### src/rtl/mir_pkg.sv
package mir_pkg;
    localparam int NREQ = 13;

    typedef logic [NREQ-1:0] req_vec_t;

    typedef enum int {
        EV_DATA_DONE  = 0,
        EV_PROG_DONE  = 1,
        EV_CMD_END    = 2,
        EV_STOP_CMD   = 3,
        EV_CLK_OFF    = 4,
        EV_RX_SVC     = 5,
        EV_TX_SVC     = 6,
        EV_TIMER      = 7,
        EV_DATA_ERR   = 8,
        EV_RESP_ERR   = 9,
        EV_RD_STALL   = 10,
        EV_CARD_INT   = 11,
        EV_SUSP_ACK   = 12
    } ev_idx_e;

    typedef enum logic {
        RA_MASK = 1'b0,
        RA_REQ  = 1'b1
    } reg_addr_e;

    typedef struct packed {
        logic irq;
        logic dma_rx;
        logic dma_tx;
    } route_out_t;

    function automatic req_vec_t onehot(input ev_idx_e idx);
        req_vec_t v;
        v = '0;
        v[idx] = 1'b1;
        return v;
    endfunction

    function automatic req_vec_t fifo_svc_bits();
        return onehot(EV_RX_SVC) | onehot(EV_TX_SVC);
    endfunction
endpackage

### src/rtl/mir_req_bank.sv
module mir_req_bank
    import mir_pkg::*;
(
    input  logic     clk,
    input  logic     rst,
    input  req_vec_t set_i,
    input  req_vec_t clr_i,
    output req_vec_t req_q
);
    for (genvar i = 0; i < NREQ; i++) begin : g_bit
        always_ff @(posedge clk) begin
            if (rst)
                req_q[i] <= 1'b0;
            else if (set_i[i])
                req_q[i] <= 1'b1;
            else if (clr_i[i])
                req_q[i] <= 1'b0;
        end
    end

    p_set_wins_r3: assert property (@(posedge clk) disable iff (rst)
        (|set_i) |=> ((req_q & $past(set_i)) == $past(set_i)));

    p_clear_r3: assert property (@(posedge clk) disable iff (rst)
        (|(clr_i & ~set_i)) |=> ((req_q & $past(clr_i & ~set_i)) == '0));

    p_sticky_r2: assert property (@(posedge clk) disable iff (rst)
        (set_i == '0 && clr_i == '0) |=> $stable(req_q));
endmodule

### src/rtl/mir_mask_reg.sv
module mir_mask_reg
    import mir_pkg::*;
#(
    parameter int DATA_W = 32
) (
    input  logic              clk,
    input  logic              rst,
    input  logic              wr_i,
    input  logic [DATA_W-1:0] wdata_i,
    output req_vec_t          mask_q
);
    always_ff @(posedge clk) begin
        if (rst)
            mask_q <= '0;
        else if (wr_i)
            mask_q <= wdata_i[NREQ-1:0];
    end

    p_mask_hold_r4: assert property (@(posedge clk) disable iff (rst)
        !wr_i |=> $stable(mask_q));
endmodule

### src/rtl/mir_route.sv
module mir_route
    import mir_pkg::*;
(
    input  logic       clk,
    input  logic       rst,
    input  req_vec_t   req_i,
    input  req_vec_t   mask_i,
    input  logic       dma_en_i,
    output route_out_t out_q
);
    req_vec_t   eff_mask;
    route_out_t out_d;

    always_comb begin
        eff_mask      = mask_i | (dma_en_i ? fifo_svc_bits() : '0);
        out_d.irq     = |(req_i & ~eff_mask);
        out_d.dma_rx  = dma_en_i & req_i[EV_RX_SVC];
        out_d.dma_tx  = dma_en_i & req_i[EV_TX_SVC];
    end

    always_ff @(posedge clk) begin
        if (rst)
            out_q <= '0;
        else
            out_q <= out_d;
    end

    p_dma_off_r7: assert property (@(posedge clk) disable iff (rst)
        !dma_en_i |=> (!out_q.dma_rx && !out_q.dma_tx));

    p_dma_hide_r6: assert property (@(posedge clk) disable iff (rst)
        (dma_en_i && ((req_i & ~mask_i & ~fifo_svc_bits()) == '0)) |=> !out_q.irq);

    p_irq_raise_r5: assert property (@(posedge clk) disable iff (rst)
        (!dma_en_i && |(req_i & ~mask_i)) |=> out_q.irq);
endmodule

### src/rtl/mmc_irq_router.sv
module mmc_irq_router
    import mir_pkg::*;
#(
    parameter int DATA_W = 32
) (
    input  logic              clk,
    input  logic              rst,
    input  logic [12:0]       ev_set,
    input  logic [12:0]       ev_clr,
    input  logic              clk_start,
    input  logic              clk_stop,
    input  logic              dma_en,
    input  logic              bus_wr,
    input  logic              bus_addr,
    input  logic [DATA_W-1:0] bus_wdata,
    output logic [DATA_W-1:0] bus_rdata,
    output logic              irq,
    output logic              dma_rx_req,
    output logic              dma_tx_req
);
    localparam int PAD_W = DATA_W - NREQ;

    req_vec_t   set_all, clr_all, req_q, mask_q;
    route_out_t rout;
    logic       mask_wr;

    assign set_all = ev_set | (clk_stop  ? onehot(EV_CLK_OFF) : '0);
    assign clr_all = ev_clr | (clk_start ? onehot(EV_CLK_OFF) : '0);
    assign mask_wr = bus_wr && (bus_addr == RA_MASK);

    mir_req_bank u_req (
        .clk   (clk),
        .rst   (rst),
        .set_i (set_all),
        .clr_i (clr_all),
        .req_q (req_q)
    );

    mir_mask_reg #(.DATA_W(DATA_W)) u_mask (
        .clk     (clk),
        .rst     (rst),
        .wr_i    (mask_wr),
        .wdata_i (bus_wdata),
        .mask_q  (mask_q)
    );

    mir_route u_route (
        .clk      (clk),
        .rst      (rst),
        .req_i    (req_q),
        .mask_i   (mask_q),
        .dma_en_i (dma_en),
        .out_q    (rout)
    );

    always_comb begin
        if (bus_addr == RA_MASK)
            bus_rdata = {{PAD_W{1'b0}}, mask_q};
        else
            bus_rdata = {{PAD_W{1'b0}}, req_q};
    end

    assign irq        = rout.irq;
    assign dma_rx_req = rout.dma_rx;
    assign dma_tx_req = rout.dma_tx;

    p_clkoff_r8: assert property (@(posedge clk) disable iff (rst)
        clk_stop |=> req_q[EV_CLK_OFF]);

    p_req_bus_r4: assert property (@(posedge clk) disable iff (rst)
        (bus_wr && bus_addr == RA_REQ && ev_set == '0 && ev_clr == '0
         && !clk_start && !clk_stop) |=> $stable(req_q));
endmodule

### config.mk
export PLATFORM = sky130hd
export DESIGN_NAME = mmc_irq_router
export DESIGN_NICKNAME = d
export VERILOG_FILES = /design/src/rtl/mir_pkg.sv /design/src/rtl/mir_req_bank.sv /design/src/rtl/mir_mask_reg.sv /design/src/rtl/mir_route.sv /design/src/rtl/mmc_irq_router.sv
export SDC_FILE = /design/constraint.sdc
export NUM_CORES = 1
export LEC_CHECK = 0
export CAP_MARGIN = 20
export CORE_ASPECT_RATIO = 0.6
export CORE_MARGIN = 8
export CORE_UTILIZATION = 35
export CTS_CLUSTER_SIZE = 28
export DETAILED_ROUTE_END_ITERATION = 8
export PLACE_DENSITY = 0.87
export SLEW_MARGIN = 30
export SYNTH_ARGS = -nofsm -noshare
export SYNTH_HDL_FRONTEND = slang
export SYNTH_SLANG_ARGS = --single-unit
### constraint.sdc
create_clock -name clk -period 1.35 [get_ports clk]
set_input_delay 0.3375 -clock clk [delete_from_list [all_inputs] [get_ports clk]]
set_output_delay 0.3375 -clock clk [all_outputs]
set_load 0.05 [all_outputs]
## Word-level counts from Yosys, hierarchy flattened

Cells that the tools add are included.
Widths: inputs -> output; s select.

| operators by class | value |
|---|---|
| reduce and logical (&&, ||, !) cells | 15 |
| muxes and demuxes | 30 |
| bitwise logic cells | 8 |

Operators with widths:

| cell | number |
|---|---|
| $mux 1 | 26 |
| $or 13x5->13 | 2 |
| $reduce_bool 2->1 | 13 |
| $and 13x13->13 | 1 |
| $mux 13 | 1 |
| $not 13->13 | 1 |
| $or 13x13->13 | 1 |
| $reduce_or 13->1 | 1 |
| $mux 5 | 2 |
| $mux 7 | 1 |
| $and 1x1->1 | 2 |
| $logic_and 1x1->1 | 1 |
| $not 1->1 | 1 |

| word-level totals | value |
|---|---|
| register bits after elaboration | 29 |
| output and inout bits | 35 |
| input port bits | 65 |
| word-level logic and storage cells | 70 |

## Longest topological paths before layout

| logic depth | value |
|---|---|
| word-level depth | 5 |
| depth in mapped cells | 5 |
| gate-level depth less buffers | 3 |

## Modules after synthesis

From an unflattened synthesis, not the netlist that was laid out.

| unflattened totals | value |
|---|---|
| cells, all modules | 155 |
| area, all modules | 1546.5 um2 |

By module, submodules not included:

| module | seq. area each (um2) | area each (um2) | instances | cells each |
|---|---|---|---|---|
| mir_req_bank | 260.2 | 504.2 | 1 | 53 |
| mir_mask_reg | 260.2 | 474.2 | 1 | 42 |
| mmc_irq_router | 0.0 | 325.3 | 1 | 37 |
| mir_route | 60.1 | 242.7 | 1 | 23 |

## Least setup slack after synthesis

OpenSTA, ideal clock, no wires.

| timing path | value |
|---|---|
| kind | in2out |
| from | input port bus_addr |
| to | output port bus_rdata[0] |
| arrival time | 1.710 ns |
| data required time | 1.013 ns |
| path slack | -0.697 ns |
| path buffers | 2 |
| stages | 3 |
| cell sequence | buf_6 > buf_2 > o21ai_0 |

| on the way | value |
|---|---|
| longest elaborated chain between the ends | 1 |

RTL lines:

| element | RTL line | source |
|---|---|---|
| from (decl) | mmc_irq_router.sv:14 | `input logic bus_addr,` |
| $mux 13 | mmc_irq_router.sv:57 | `if (bus_addr == RA_MASK)` |
| to (decl) | mmc_irq_router.sv:16 | `output logic [DATA_W-1:0] bus_rdata,` |

Every way passes these cells.

## Worst setup path in the final report

| timing path | value |
|---|---|
| from | register u_mask.mask_q[11] |
| to | output port bus_rdata[11] |

| on the way | value |
|---|---|
| longest elaborated chain between the ends | 1 |

RTL lines:

| element | RTL line | source |
|---|---|---|
| from (decl) | mir_mask_reg.sv:10 | `output req_vec_t mask_q` |
| from (signal assigned) | mir_mask_reg.sv:16 | `mask_q <= wdata_i[NREQ-1:0];` |
| $mux 13 | mmc_irq_router.sv:57 |  |

Every way passes these cells.

==> out/results.env <==
LAYOUT_COMMON_CELLS='44 x sky130_fd_sc_hd__clkdlybuf4s50_1, 26 x sky130_fd_sc_hd__nand2_1, 24 x sky130_fd_sc_hd__dfxtp_2'
CLOCKROOTBUFFER='sky130_fd_sc_hd__clkbuf_8'
WORST_PATH_LARGEST_CELL_DELAY_NS=0.32
FINAL.FILL_COUNT=333
PATH_CELLS='mux2_4, buf_8'
CTS-ROOT-TO-SINK-BUFFERS=2
SETUP_VIOLATIONS=11
CLOCK.FMAX_MHz=723
WHS_NS=0.460
CLOCK_INPUT_TRANSITION_AT_THE_SEQUENTIAL_CELLS_OF_THE_WORST_SETUP_AND_HOLD_PATHS_NS=0.07
FAILING_CHECKS='negative setup slack'
NETLIST_AREA_MM2=0.00141
CP_MAX_FO=2
GR-TOTAL-OVERFLOW=0
NUMCTSBUFFERS=5
MULTI_INPUT_AREA_UM2=754
CLOCK_SKEW_NS=0.00252
SYNTHDISTINCTLIBCELLS=23
ARRIVAL_NS=1.05
LAYOUT_MIN_CYCLE_TIME_NS=1.38
SWITCHING_SHARE_PCT=31.5
PLACEMENTROWS=18
NET-SWITCHING-POWER_W=0.000795
ANTENNA_VIOLATIONS_BEFORE_REPAIR=0
INSTANCES_NO_FILL=307
FIN_NETS=321
FINAL_LAYOUT_SIZE_SUFFIX_GT1_SHARE_PCT=39.3
POST_DRT_WL_PER_CELL_UM=14.4
TOTAL_POWER_DRAW_W=0.00252
WORST_SKEW_PAIR.LATE_LATENCY_NS=0.29
GPL.FINAL_WEIGHTED_CONGESTION=0.699
FIN_CRIT_SH_PCT=102
SYNTH.YOSYS.SEQ_AREA_SHARE_PCT=41.1
GRT_START_MAX_NET_PINS=16
SYN-MEAN-INSTANCE-AREA_UM2=8.12
VIAS_IN_THE_FIRST_GLOBAL_ROUTE=1387
CLOCK_TREE_FROM_TRITONCTS='done'
ANT_NETS=0
IR_DROP_mV=0.560
DRC=0
ROUTED_VIA_DENSITY=4.25
FF_LATCH_AREA_UM2=611
CLOCK-SINKS=29
MIN_PATH_TYPE='register to register'
ANTENNA-DIODE-COUNT=0
PLACE.DETAILED.HPWL_UM=3040
POSTSYNTHCELLCOUNT=174
OUTCOME='finished, violations left'
DIE_AREA_MM2=0.00639
VIAS=1306
COMBINATIONALPOWERSHARE_PCT=29.9
FLOORPLAN.INITIALDENSITY_PCT=35.4
DRT-INITIAL-DRC-COUNT=31
DR.PASS1.ITERS=4
FINALWORSTSETUPSLACK_NS=-0.0333
RSZ0062_AT_GRT='yes'
CRITPATHKIND='register to output pin'
MOST_COMMON_LIBRARY_CELL_IN_THE_LAYOUT_IGNORING_FILL_AND_TAPS='sky130_fd_sc_hd__clkdlybuf4s50_1'
GRT_FIRST_PASS_WIRELENGTH_UM=6800
WORST_EP_REQUIRED_TIME_NS=1.01
CTS-HTREE-LEVELS=2
FINALHOLDVIOLCOUNT=0
TOTAL_OF_WARNINGS_RAISED_BY_YOSYS=0
INTPOWER_W=0.00173
POWER.CLOCK.FRACTION_PCT=32.4
START_KIND='register'
DIE_W_UM=98.0
GRT.MET3_USAGE_PCT=7.80
CELLLEAKAGEPOWER_nW=1.13
AREA_OVERHEAD_VS_SYNTH_PCT=79.6
WIRELENGTH_UM=4430
GRT.BUSIEST_LAYER='met2'
WORST_SETUP_END_KIND='output pin'
PORT_BUFFERS=61
GRTUSAGEMET2_PCT=23.3
YS_SEQ_ELEMENTS=29
NUMBER_OF_PRIMARY_I_O_PINS=100
MAX-CAP-VIOLATIONS=0
FINAL_MAX_SLEW_VIOL_COUNT=0
REG_POWER_SHARE_PCT=37.7
DIE-HEIGHT_UM=65.2
CPMAXSTAGEDELAYCELL='sky130_fd_sc_hd__dfxtp_2'
POST-PLACE-CELLS=285
CELLPOWERDENSITY_mW_PER_MM2=994
CORE_FOOTPRINT_MM2=0.00399
GRT.MET1_USAGE_PCT=14.5
GRT_USE_TOTAL_PCT=13.8
through the flow:
stage / TNS [ns] / setup WS (ns) / cell area (µm²) / util [%]
6_report: -0.230 / -0.0333 / 2540 / 63.7
3_3_place_gp: -10.99 / -0.503 / 2110 / 53.0
5_1_grt: -0.573 / -0.0640 / 2540 / 63.7
3_5_place_dp: -11.56 / -0.522 / 2110 / 53.0
4_1_cts: -0.302 / -0.0388 / 2480 / 62.1
2_1_floorplan: -0.395 / -0.0789 / 1500 / -
state kept, by name (all words and copies together) (netlist names):
| name | cells |
|---|---|
| u_mask.mask_q | 13 |
| u_req.req_q | 13 |
| u_route.out_q | 3 |
path summary, 6_finish.rpt:
check | from | endpoint | slack, ns | cells past startpoint
worst max-delay path | u_mask.mask_q[11] | bus_rdata[11] | -0.03 | 2
worst min-delay path | u_mask.mask_q[7] | u_mask.mask_q[7] | 0.46 | 2
worst max register to register | u_mask.mask_q[10] | u_route.out_q[2] | 0.19 | 4
worst min register to register | u_mask.mask_q[7] | u_mask.mask_q[7] | 0.46 | 2
power by group through the flow:
stage	clock network, W	registers (W)	logic (W)
after global placement	0	0.000956	0.000634
final	0.000816	0.000950	0.000754
after global routing	0.000885	0.000955	0.000794
after floorplan	0	0.000958	0.000412
after detailed placement	0	0.000958	0.000642
after CTS	0.000834	0.000941	0.000738
cell type report:
cell class                      instances  area share, %
Timing Repair Buffer                   83           37.2
Multi-Input combinational cell        120           29.7
Sequential cell                        29           24.1
Clock buffer                            7           3.80
Inverter                               17           2.51
Tap cell                               50           2.47
Clock inverter                          1          0.197
worst max-delay path, delay by kind of cell (launching register included):
| family | cells | cell delay, ns |
|---|---|---|
| DFF | 1 | 0.32 |
| buffers and inverters | 1 | 0.15 |
| muxes | 1 | 0.28 |
synthesized netlist by cell type, drive strengths merged:
cell type,number,area (µm²)
a2111oi,2,30.0
a211oi,1,7.51
a21o,1,7.51
a21oi,25,136
a222oi,1,10.0
a41oi,1,8.76
and2b,1,7.51
and3b,2,17.5
buf,25,188
clkbuf,1,3.75
conb,1,3.75
dfxtp,29,581
inv,17,63.8
mux2,8,90.1
nand2,31,116
nand2b,3,26.3
nor2,14,52.6
nor2b,6,37.5
o21ai,5,25.0
cell families (layout without fill, tap and decap cells):
| logic type | Yosys count | in the layout | share of synthesized area [%] |
|---|---|---|---|
| compound gates | 36 | 36 | 15.9 |
| buf+inv | 43 | 108 | 18.1 |
| flops | 29 | 29 | 41.1 |
| mux | 8 | 8 | 6.38 |
| other cells | 1 | 19 | 0.265 |
| simple gates | 57 | 57 | 18.2 |
per-layer routing:
layer  share of wire [%]  wire length [µm]
met4                0.99                44
met3                 7.9               351
met5                   0                 0
met1                  44              1930
met2                  48              2100
timing repair:
action,in CTS,in global routing
setup endpoints to repair,26,21
hold buffers,0,0
resized for setup,58,22
buffers inserted,11,3
pin swaps,5,5
Note: power is estimated with default switching activity, not from simulation.
